### src/rtl/colchain_pkg.sv
package colchain_pkg;

    typedef enum logic [2:0] {
        S_IDLE,
        S_LOAD,
        S_HIGH,
        S_TAIL,
        S_STB,
        S_FIN,
        S_DONE
    } line_state_e;

    localparam int N_TMR  = 3;
    localparam int T_PH   = 0;
    localparam int T_FALL = 1;
    localparam int T_RISE = 2;

endpackage

### src/rtl/pace_timer.sv
module pace_timer #(
    parameter int W = 8
) (
    input  logic         clk,
    input  logic         rst_n,
    input  logic         clr,
    output logic [W-1:0] cnt
);
    always_ff @(posedge clk or negedge rst_n) begin
        if (!rst_n)
            cnt <= '1;
        else if (clr)
            cnt <= '0;
        else if (cnt != '1)
            cnt <= cnt + 1'b1;
    end
endmodule

### src/rtl/beat_counter.sv
module beat_counter #(
    parameter int TOTAL = 240
) (
    input  logic clk,
    input  logic rst_n,
    input  logic clr,
    input  logic inc,
    output logic last
);
    localparam int CW = $clog2(TOTAL + 1);
    localparam logic [CW-1:0] LAST_V = CW'(TOTAL - 1);

    logic [CW-1:0] beats;

    always_ff @(posedge clk or negedge rst_n) begin
        if (!rst_n)
            beats <= '0;
        else if (clr)
            beats <= '0;
        else if (inc)
            beats <= beats + 1'b1;
    end

    assign last = (beats == LAST_V);
endmodule

### src/rtl/colchain_line_loader.sv
module colchain_line_loader
    import colchain_pkg::*;
#(
    parameter int DATA_W          = 8,
    parameter int CHIPS           = 12,
    parameter int SHIFTS_PER_CHIP = 20,
    parameter int SCK_HIGH        = 3,
    parameter int SCK_LOW         = 4,
    parameter int STB_TO_SCK      = 10,
    parameter int SCK_TO_STB      = 3,
    parameter int STB_HIGH        = 3,
    parameter int STB_PERIOD      = 100
) (
    input  logic              clk,
    input  logic              rst_n,
    input  logic              line_start,
    input  logic              in_valid,
    output logic              in_ready,
    input  logic [DATA_W-1:0] in_data,
    output logic              sck,
    output logic [DATA_W-1:0] dbus,
    output logic              stb,
    output logic              chain_en,
    output logic              done
);
    localparam int TOTAL  = CHIPS * SHIFTS_PER_CHIP;
    localparam int M1     = (SCK_HIGH > SCK_LOW) ? SCK_HIGH : SCK_LOW;
    localparam int M2     = (STB_TO_SCK > M1) ? STB_TO_SCK : M1;
    localparam int M3     = (SCK_TO_STB > M2) ? SCK_TO_STB : M2;
    localparam int M4     = (STB_HIGH > M3) ? STB_HIGH : M3;
    localparam int MAXT   = (STB_PERIOD > M4) ? STB_PERIOD : M4;
    localparam int TW     = $clog2(MAXT + 2);
    localparam int PRE_I  = (STB_TO_SCK > SCK_HIGH + 1) ? STB_TO_SCK - SCK_HIGH - 1 : 0;

    localparam logic [TW-1:0] HIGH_LAST = TW'(SCK_HIGH - 1);
    localparam logic [TW-1:0] LOW_LAST  = TW'(SCK_LOW - 1);
    localparam logic [TW-1:0] TAIL_LAST = TW'(SCK_TO_STB - 1);
    localparam logic [TW-1:0] STBH_LAST = TW'(STB_HIGH - 1);
    localparam logic [TW-1:0] PER_LAST  = TW'(STB_PERIOD - 1);
    localparam logic [TW-1:0] PRE_RISE  = TW'(PRE_I);

    line_state_e state_q, state_d;

    logic [N_TMR-1:0] tmr_clr;
    logic [TW-1:0]    tmr [N_TMR];
    logic             last_beat;
    logic             accept;

    // Timers: phase length, time since strobe fall, time since strobe rise
    for (genvar g = 0; g < N_TMR; g++) begin : g_tmr
        pace_timer #(.W(TW)) u_tmr (
            .clk   (clk),
            .rst_n (rst_n),
            .clr   (tmr_clr[g]),
            .cnt   (tmr[g])
        );
    end

    beat_counter #(.TOTAL(TOTAL)) u_beats (
        .clk   (clk),
        .rst_n (rst_n),
        .clr   (state_q == S_IDLE),
        .inc   (state_q == S_HIGH && state_d != S_HIGH),
        .last  (last_beat)
    );

    assign in_ready = (state_q == S_LOAD)
                   && (tmr[T_PH] >= LOW_LAST)
                   && (tmr[T_FALL] >= PRE_RISE);
    assign accept   = in_valid && in_ready;

    assign tmr_clr[T_PH]   = (state_q != state_d);
    assign tmr_clr[T_FALL] = (state_q == S_STB) && (state_d == S_FIN);
    assign tmr_clr[T_RISE] = (state_q == S_TAIL) && (state_d == S_STB);

    always_ff @(posedge clk or negedge rst_n) begin
        if (!rst_n)
            state_q <= S_IDLE;
        else
            state_q <= state_d;
    end

    always_comb begin
        state_d = state_q;
        unique case (state_q)
            S_IDLE: if (line_start) state_d = S_LOAD;
            S_LOAD: if (accept) state_d = S_HIGH;
            S_HIGH: if (tmr[T_PH] >= HIGH_LAST)
                        state_d = last_beat ? S_TAIL : S_LOAD;
            S_TAIL: if (tmr[T_PH] >= TAIL_LAST && tmr[T_RISE] >= PER_LAST)
                        state_d = S_STB;
            S_STB:  if (tmr[T_PH] >= STBH_LAST) state_d = S_FIN;
            S_FIN:  state_d = S_DONE;
            S_DONE: state_d = S_IDLE;
            default: state_d = S_IDLE;
        endcase
    end

    always_ff @(posedge clk or negedge rst_n) begin
        if (!rst_n) begin
            sck      <= 1'b0;
            stb      <= 1'b0;
            done     <= 1'b0;
            chain_en <= 1'b0;
            dbus     <= '0;
        end else begin
            sck      <= (state_d == S_HIGH);
            stb      <= (state_d == S_STB);
            done     <= (state_d == S_DONE);
            chain_en <= (state_d == S_LOAD) || (state_d == S_HIGH);
            if (accept)
                dbus <= in_data;
        end
    end
endmodule

### config.mk
export PLATFORM = sky130hd
export DESIGN_NAME = colchain_line_loader
export DESIGN_NICKNAME = d
export VERILOG_FILES = /design/src/rtl/colchain_pkg.sv /design/src/rtl/pace_timer.sv /design/src/rtl/beat_counter.sv /design/src/rtl/colchain_line_loader.sv
export SDC_FILE = /design/constraint.sdc
export NUM_CORES = 1
export LEC_CHECK = 0
export ABC_AREA = 1
export BUFFER_PORTS_ARGS = -buffer_cell sky130_fd_sc_hd__buf_2
export CORE_MARGIN = 3
export CORE_UTILIZATION = 30
export CTS_CLUSTER_SIZE = 14
export DETAILED_ROUTE_END_ITERATION = 8
export GPL_ROUTABILITY_DRIVEN = 1
export HOLD_SLACK_MARGIN = 0.1
export SYNTH_ARGS = -nofsm -noshare
export SYNTH_HDL_FRONTEND = slang
export SYNTH_SLANG_ARGS = --single-unit
### constraint.sdc
create_clock -name clk -period 2.3 [get_ports clk]
set_input_delay 0.115 -clock clk [delete_from_list [all_inputs] [get_ports clk]]
set_output_delay 0.115 -clock clk [all_outputs]
set_load 0.01 [all_outputs]
== Word level (Yosys, flattened, before mapping) ==
Cells that the tools add are included.
W data, S select, Z words.

* Equality and inequality tests: 16
* Multiplexer cells: 15
* $add $sub $neg: 4
* Reductions and logical operators: 13
* $lt $le $gt $ge: 4

{| class="wikitable"
|+ Operators with widths
! kind !! count
|-
| $mux W7 || 6
|-
| $add A7 B1 Y7 const B || 3
|-
| $ne A7 B7 Y1 const B || 3
|-
| $pmux W3 S6 || 1
|-
| $mux W8 || 2
|-
| $eq A3 B3 Y1 const B || 5
|-
| $mux W3 || 5
|-
| $ge A7 B2 Y1 const B || 2
|-
| $eq A3 B2 Y1 const B || 3
|-
| $add A8 B1 Y8 const B || 1
|-
| $eq A8 B8 Y1 const B || 1
|-
| $reduce_bool A2 Y1 || 4
|-
| $ge A7 B3 Y1 const B || 1
|-
| $ge A7 B7 Y1 const B || 1
|-
| $logic_and A1 B1 Y1 || 7
|-
| $eq A3 B1 Y1 const B || 2
|-
| $logic_not A3 Y1 || 1
|-
| $ne A3 B2 Y1 const B || 1
|-
| $ne A3 B3 Y1 || 1
|-
| $mux W2 || 1
|-
| $logic_or A1 B1 Y1 || 1
|}

* Word-level logic and storage cells: 62
* Flip-flop bits (word level): 44
* Output and inout bits: 13
* Input bits: 12

== Longest topological paths before layout ==
* Depth in word-level cells: 10
* Gate-level depth with buffers: 12
* Gate-level depth less buffers: 12

== Cells and area by module ==
A second synthesis with hierarchy kept.

* Cell total of the unflattened synthesis: 316
* Area total of the unflattened synthesis: 2444.8 um^2

{| class="wikitable"
|+ By module, submodules not included
! module !! cells an instance !! area each (um^2) !! seq. area each (um^2) !! times used
|-
| pace_timer || 47 || 379.1 || 183.9 || 3
|-
| colchain_line_loader || 120 || 882.1 || 375.4 || 1
|-
| beat_counter || 55 || 425.4 || 200.2 || 1
|}

== Least setup slack after synthesis ==
No wires, ideal clock.

* Path type: reg2reg
* From: register g_tmr[0].u_tmr.cnt[0]
* To: register g_tmr[0].u_tmr.cnt[0]
* Data arrival time: 1.629 ns
* Data required time: 2.219 ns
* Cell stages (with the launch flop): 13
* Slack: 0.590 ns
* Setup time: 0.081 ns
* Clock period less this slack: 1.710 ns
* Buffers on the path: 0
* Cells stage by stage: dfstp_2 > inv_1 > ha_1 > inv_1 > nand2_1 > nor2_2 > nand2_4 > nand2_1 > nand2_1 > a21oi_2 > nand3_2 > nand2_4 > nor3_2

* Word-level cells in the longest chain between the ends: 8
* Elaborated cells between the ends (all ways): 17
* Classes of those cells: add/sub: 1; order compare: 2; eq/ne: 2; mux: 7; reduce/logical: 5

{| class="wikitable"
|+ RTL lines
! item !! RTL line !! source
|-
| from (decl) || pace_timer.sv:7 || <nowiki>output logic [W-1:0] cnt</nowiki>
|-
| from (signal assigned) || pace_timer.sv:15 || <nowiki>cnt <= cnt + 1'b1;</nowiki>
|-
| $ge A7 B2 Y1 || colchain_line_loader.sv:68 || <nowiki>&& (tmr[T_PH] >= LOW_LAST)</nowiki>
|-
| $logic_and A1 B1 Y1 || colchain_line_loader.sv:68 ||
|-
| $logic_and A1 B1 Y1 || colchain_line_loader.sv:69 || <nowiki>&& (tmr[T_FALL] >= PRE_RISE);</nowiki>
|-
| $logic_and A1 B1 Y1 || colchain_line_loader.sv:70 || <nowiki>assign accept = in_valid && in_ready;</nowiki>
|-
| $mux W3 || colchain_line_loader.sv:87 || <nowiki>S_LOAD: if (accept) state_d = S_HIGH;</nowiki>
|-
| $pmux W3 S6 || colchain_line_loader.sv:85 || <nowiki>unique case (state_q)</nowiki>
|-
| $ne A3 B3 Y1 || colchain_line_loader.sv:72 || <nowiki>assign tmr_clr[T_PH] = (state_q != state_d);</nowiki>
|-
| $mux W7 / $reduce_bool A2 Y1 (equally long branches) || n/a ||
|}

Parallel ways exist; a longest one is shown, timed or not. The select of a mux whose other input is x is not followed.
A chain may end at the register's enable or synchronous reset.

== Worst setup path in the final report ==
* From: register g_tmr[1].u_tmr.cnt[0]
* To: register g_tmr[0].u_tmr.cnt[1]

* Word-level cells in the longest chain between the ends: 7
* Elaborated cells between the ends (all ways): 8
* Classes of those cells: order compare: 1; eq/ne: 1; mux: 3; reduce/logical: 3

{| class="wikitable"
|+ RTL lines
! item !! RTL line !! source
|-
| from (decl) || pace_timer.sv:7 ||
|-
| from (signal assigned) || pace_timer.sv:15 ||
|-
| $ge A7 B3 Y1 * || colchain_line_loader.sv:69 ||
|-
| $logic_and A1 B1 Y1 * || colchain_line_loader.sv:69 ||
|-
| $logic_and A1 B1 Y1 * || colchain_line_loader.sv:70 ||
|-
| $mux W3 * || colchain_line_loader.sv:87 ||
|-
| $pmux W3 S6 * || colchain_line_loader.sv:85 ||
|-
| via state_d[1] || colchain_line_loader.sv:42 || <nowiki>line_state_e state_q, state_d;</nowiki>
|-
| $ne A3 B3 Y1 * || colchain_line_loader.sv:72 ||
|-
| $mux W7 / $reduce_bool A2 Y1 (equally long branches) || n/a ||
|}

The timed path passes the listed nets; every way through them passes the cells marked *.

==> metrics.txt <==
pwr/cell area=between 400 and 500 mW/mm2; Post-CTS Resized=0; ys async rst share=100%; clk buf depth=2; CP required=2.52 ns; Initial Utilization=31.0%; Peak supply drop=approximately 0.00042 V; fin util=a little over a third; setup TNS=0 ns; RSZ-0062 raised after global routing=false; Final Skew=about 0.0096 ns; clock group share of total power=41.6%; first-pass iteration count of the detailed router=5; part of the Yosys area used for sequential elements=between 40% and 50%; post-DP HPWL=3440 um; DR WL/cell=11.3 um; Warnings, synthesis=0; CTS tree=done; Synth Instances=265; grt ovf=0; filler instances=813; Critical Path AT=approximately 2.2 ns; Rows=32; post-route cell area=0.00284 mm2; met2 Resource Use GR=between 10% and 20%; vias in the first global route=between 1500 and 2000; WHS=roughly 0.23 ns; Mapped Nets=283; GRT busiest layer=met2; CTS Buf Count=5; first-pass GRT wire length=8420 um; layout cells sized above 1=30.4%; maximum capacitance violations=0; Core Area=0.00777 mm2; Max transition margin=66.9%; crit share post-route=84.1%; number of remaining DRC errors=0; fin crit period=approximately 1.9 ns; chip width=95.5 um; root buf cell=clkbuf_8; Die Span Y=95.5 um; die area=0.00913 mm2; pin count of the biggest net entering global routing=24; worst slew pin tran=0.496 ns; Cell variety after synth=34; met1 usage=approximately 15%; kind of critical path=flip-flop to flip-flop; Combinational Power Share=under 10%; gpl congestion=0.783; P_int=1.12 mW; CTS Sinks=44; Reg clk slew, reported paths=0.07 ns; EDFF count, synth=0; register area=0.00113 mm2; diode count=0; vias=between 1500 and 2000; Final #Nets=323; Buffers on Ports=24; DR iter-0 viols=62; Max Fanout on Critical Path=11; Ports=25; Synth Flop Type=dfrtp_1; Layout area overhead=18.0%; clock latency on the worst-skew pair=0.30 ns; H-tree levels=2; drt via density=4.46; maximum clock rate=between 0.5 and 0.6 GHz; Net Sw Frac=19.9%; initial antenna violation count=0; post-synthesis average cell area=9.07 um2; Hold/Removal Path Class=primary input to flip-flop; P_leak=1.42 nW; gr usage total=a little under an eighth; CP startpoint kind=flip-flop; placed inst area=roughly 0.0026 mm2; Worst Setup End Kind=flip-flop; Cell Area, Synth=0.00240 mm2; Post-DRT Antenna Nets=0; footprint of the multi-input gates=around 0.0011 mm2; outcome=finished clean; #FFs+latches synth=44; final-report hold violation count=0; Reg power frac=55.7%; setup violators final=0; Slew Viols, Final=0; Net Sw Power=0.277 mW; Routed WL=around 4600 um; met3 Usage GRT=between 3 and 4%
timing repair:
item                      4_1_cts  5_1_grt
hold buffers                    9        0
hold endpoints to repair       16        0
setup buffers                   0        0
synthesized netlist by cell type, types with 6 or more instances:
library cell  instances  area (um2)
mux2_2                8        90.1
xor2_1                8        70.1
nand3_1              20         100
o21ai_0              10        50.1
nand2_1              42         158
nor3_1                7        35.0
dfstp_2              21         552
nor3_2                8        80.1
dfrtp_1              23         576
ha_1                  6        75.1
nor2_1               31         116
inv_1                37         139
worst paths after layout:
kind                                                        start                           endpoint  slack (ns)  cells after the start
min in group asynchronous                                   rst_n                dbus[5]$_DFFE_PN0P_        0.35                      2
worst max-delay path            g_tmr[1].u_tmr.cnt[0]$_DFFE_PN1P_  g_tmr[0].u_tmr.cnt[1]$_DFFE_PN1P_        0.37                     11
worst min-delay path                                   line_start               state_q[0]$_DFF_PN0_        0.23                      5
worst min register to register                dbus[0]$_DFFE_PN0P_                dbus[0]$_DFFE_PN0P_        0.51                      1
worst max register to register  g_tmr[1].u_tmr.cnt[0]$_DFFE_PN1P_  g_tmr[0].u_tmr.cnt[1]$_DFFE_PN1P_        0.37                     11
max in group asynchronous                                   rst_n  g_tmr[2].u_tmr.cnt[4]$_DFFE_PN1P_        1.22                      3
stage by stage:
stage / power, mW / cells / worst slack [ns]
global placement: 0.815 / 391 / 0.410
finish: 1.39 / 408 / 0.365
global route: 1.47 / 408 / 0.183
CTS: 1.42 / 408 / 0.356
detailed placement: 0.816 / 391 / 0.370
floorplan: 0.789 / 265 / 0.590
layer usage:
layer  vias up  wire [um]
met5         -          0
met4         0         60
met3         6        226
met2        31       2130
met1       854       2180
li1        929          -
placed cells by master (no fill, tap or decap), types with 2 or more instances in the layout:
master | netlist | final
a31oi_1 | 2 | 2
dfrtp_1 | 23 | 23
a21oi_2 | 2 | 2
nand3b_1 | 2 | 2
and3_1 | 2 | 2
clkbuf_8 | 0 | 5
nand2_4 | 4 | 4
nor3_1 | 7 | 7
dlygate4sd3_1 | 0 | 9
dfstp_2 | 21 | 21
mux2_2 | 8 | 8
buf_2 | 0 | 24
nor3_2 | 8 | 8
nand3_1 | 20 | 20
nand3_2 | 3 | 3
o21ai_0 | 10 | 10
ha_1 | 6 | 6
a21oi_1 | 4 | 4
xor2_1 | 8 | 8
nand2_1 | 42 | 42
mux2i_1 | 2 | 2
inv_2 | 4 | 4
nand2_2 | 4 | 4
nor2_1 | 31 | 31
inv_1 | 37 | 37
nor2_4 | 2 | 2
nand4_1 | 3 | 3
sequential cells by signal (all words and copies together), names as in the netlist:
register and count:
state_q 3, chain_en 1, done 1, sck 1, dbus 8, g_tmr.u_tmr.cnt 21
u_beats.beats 8, stb 1
worst max-delay path, cell delays in order, from the launching register on:
cell and delay (ns):
dfstp_2 0.55, inv_1 0.06, ha_1 0.19, nand2_1 0.05
nand2_1 0.05, nor2_1 0.13, nor2_1 0.06, nand3_2 0.24
nand3_2 0.17, nand2_1 0.13, nand2_4 0.10, nor3_2 0.12
power groups by stage:
| stage | combinational [mW] | sequential (mW) | clock (mW) |
|---|---|---|---|
| 2_1_floorplan | 0.000153 | 0.789 | 0 |
| 3_3_place_gp | 0.0267 | 0.789 | 0 |
| 3_5_place_dp | 0.0276 | 0.789 | 0 |
| 4_1_cts | 0.0393 | 0.775 | 0.608 |
| 5_1_grt | 0.0427 | 0.775 | 0.648 |
| 6_report | 0.0374 | 0.775 | 0.580 |
layout make-up:
| type | count | area share, % |
|---|---|---|
| Clock buffer | 6 | 2.56 |
| Clock inverter | 2 | 1.23 |
| Inverter | 42 | 5.73 |
| Multi-Input combinational cell | 178 | 38.6 |
| Sequential cell | 44 | 39.7 |
| Tap cell | 102 | 4.50 |
| Timing Repair Buffer | 34 | 7.67 |
cells by family after synthesis:
family | after synthesis | share of synthesized area [%]
adder cells (fa/ha/maj) | 6 | 3.12
AO/OA/AOI/OAI | 22 | 5.31
flip-flops | 44 | 46.9
multiplexers | 10 | 4.58
AND/OR/NAND/NOR | 132 | 29.6
XOR/XNOR | 8 | 2.91
buffers and inverters | 43 | 7.60
No activity file was read; power rests on OpenSTA's default activity.
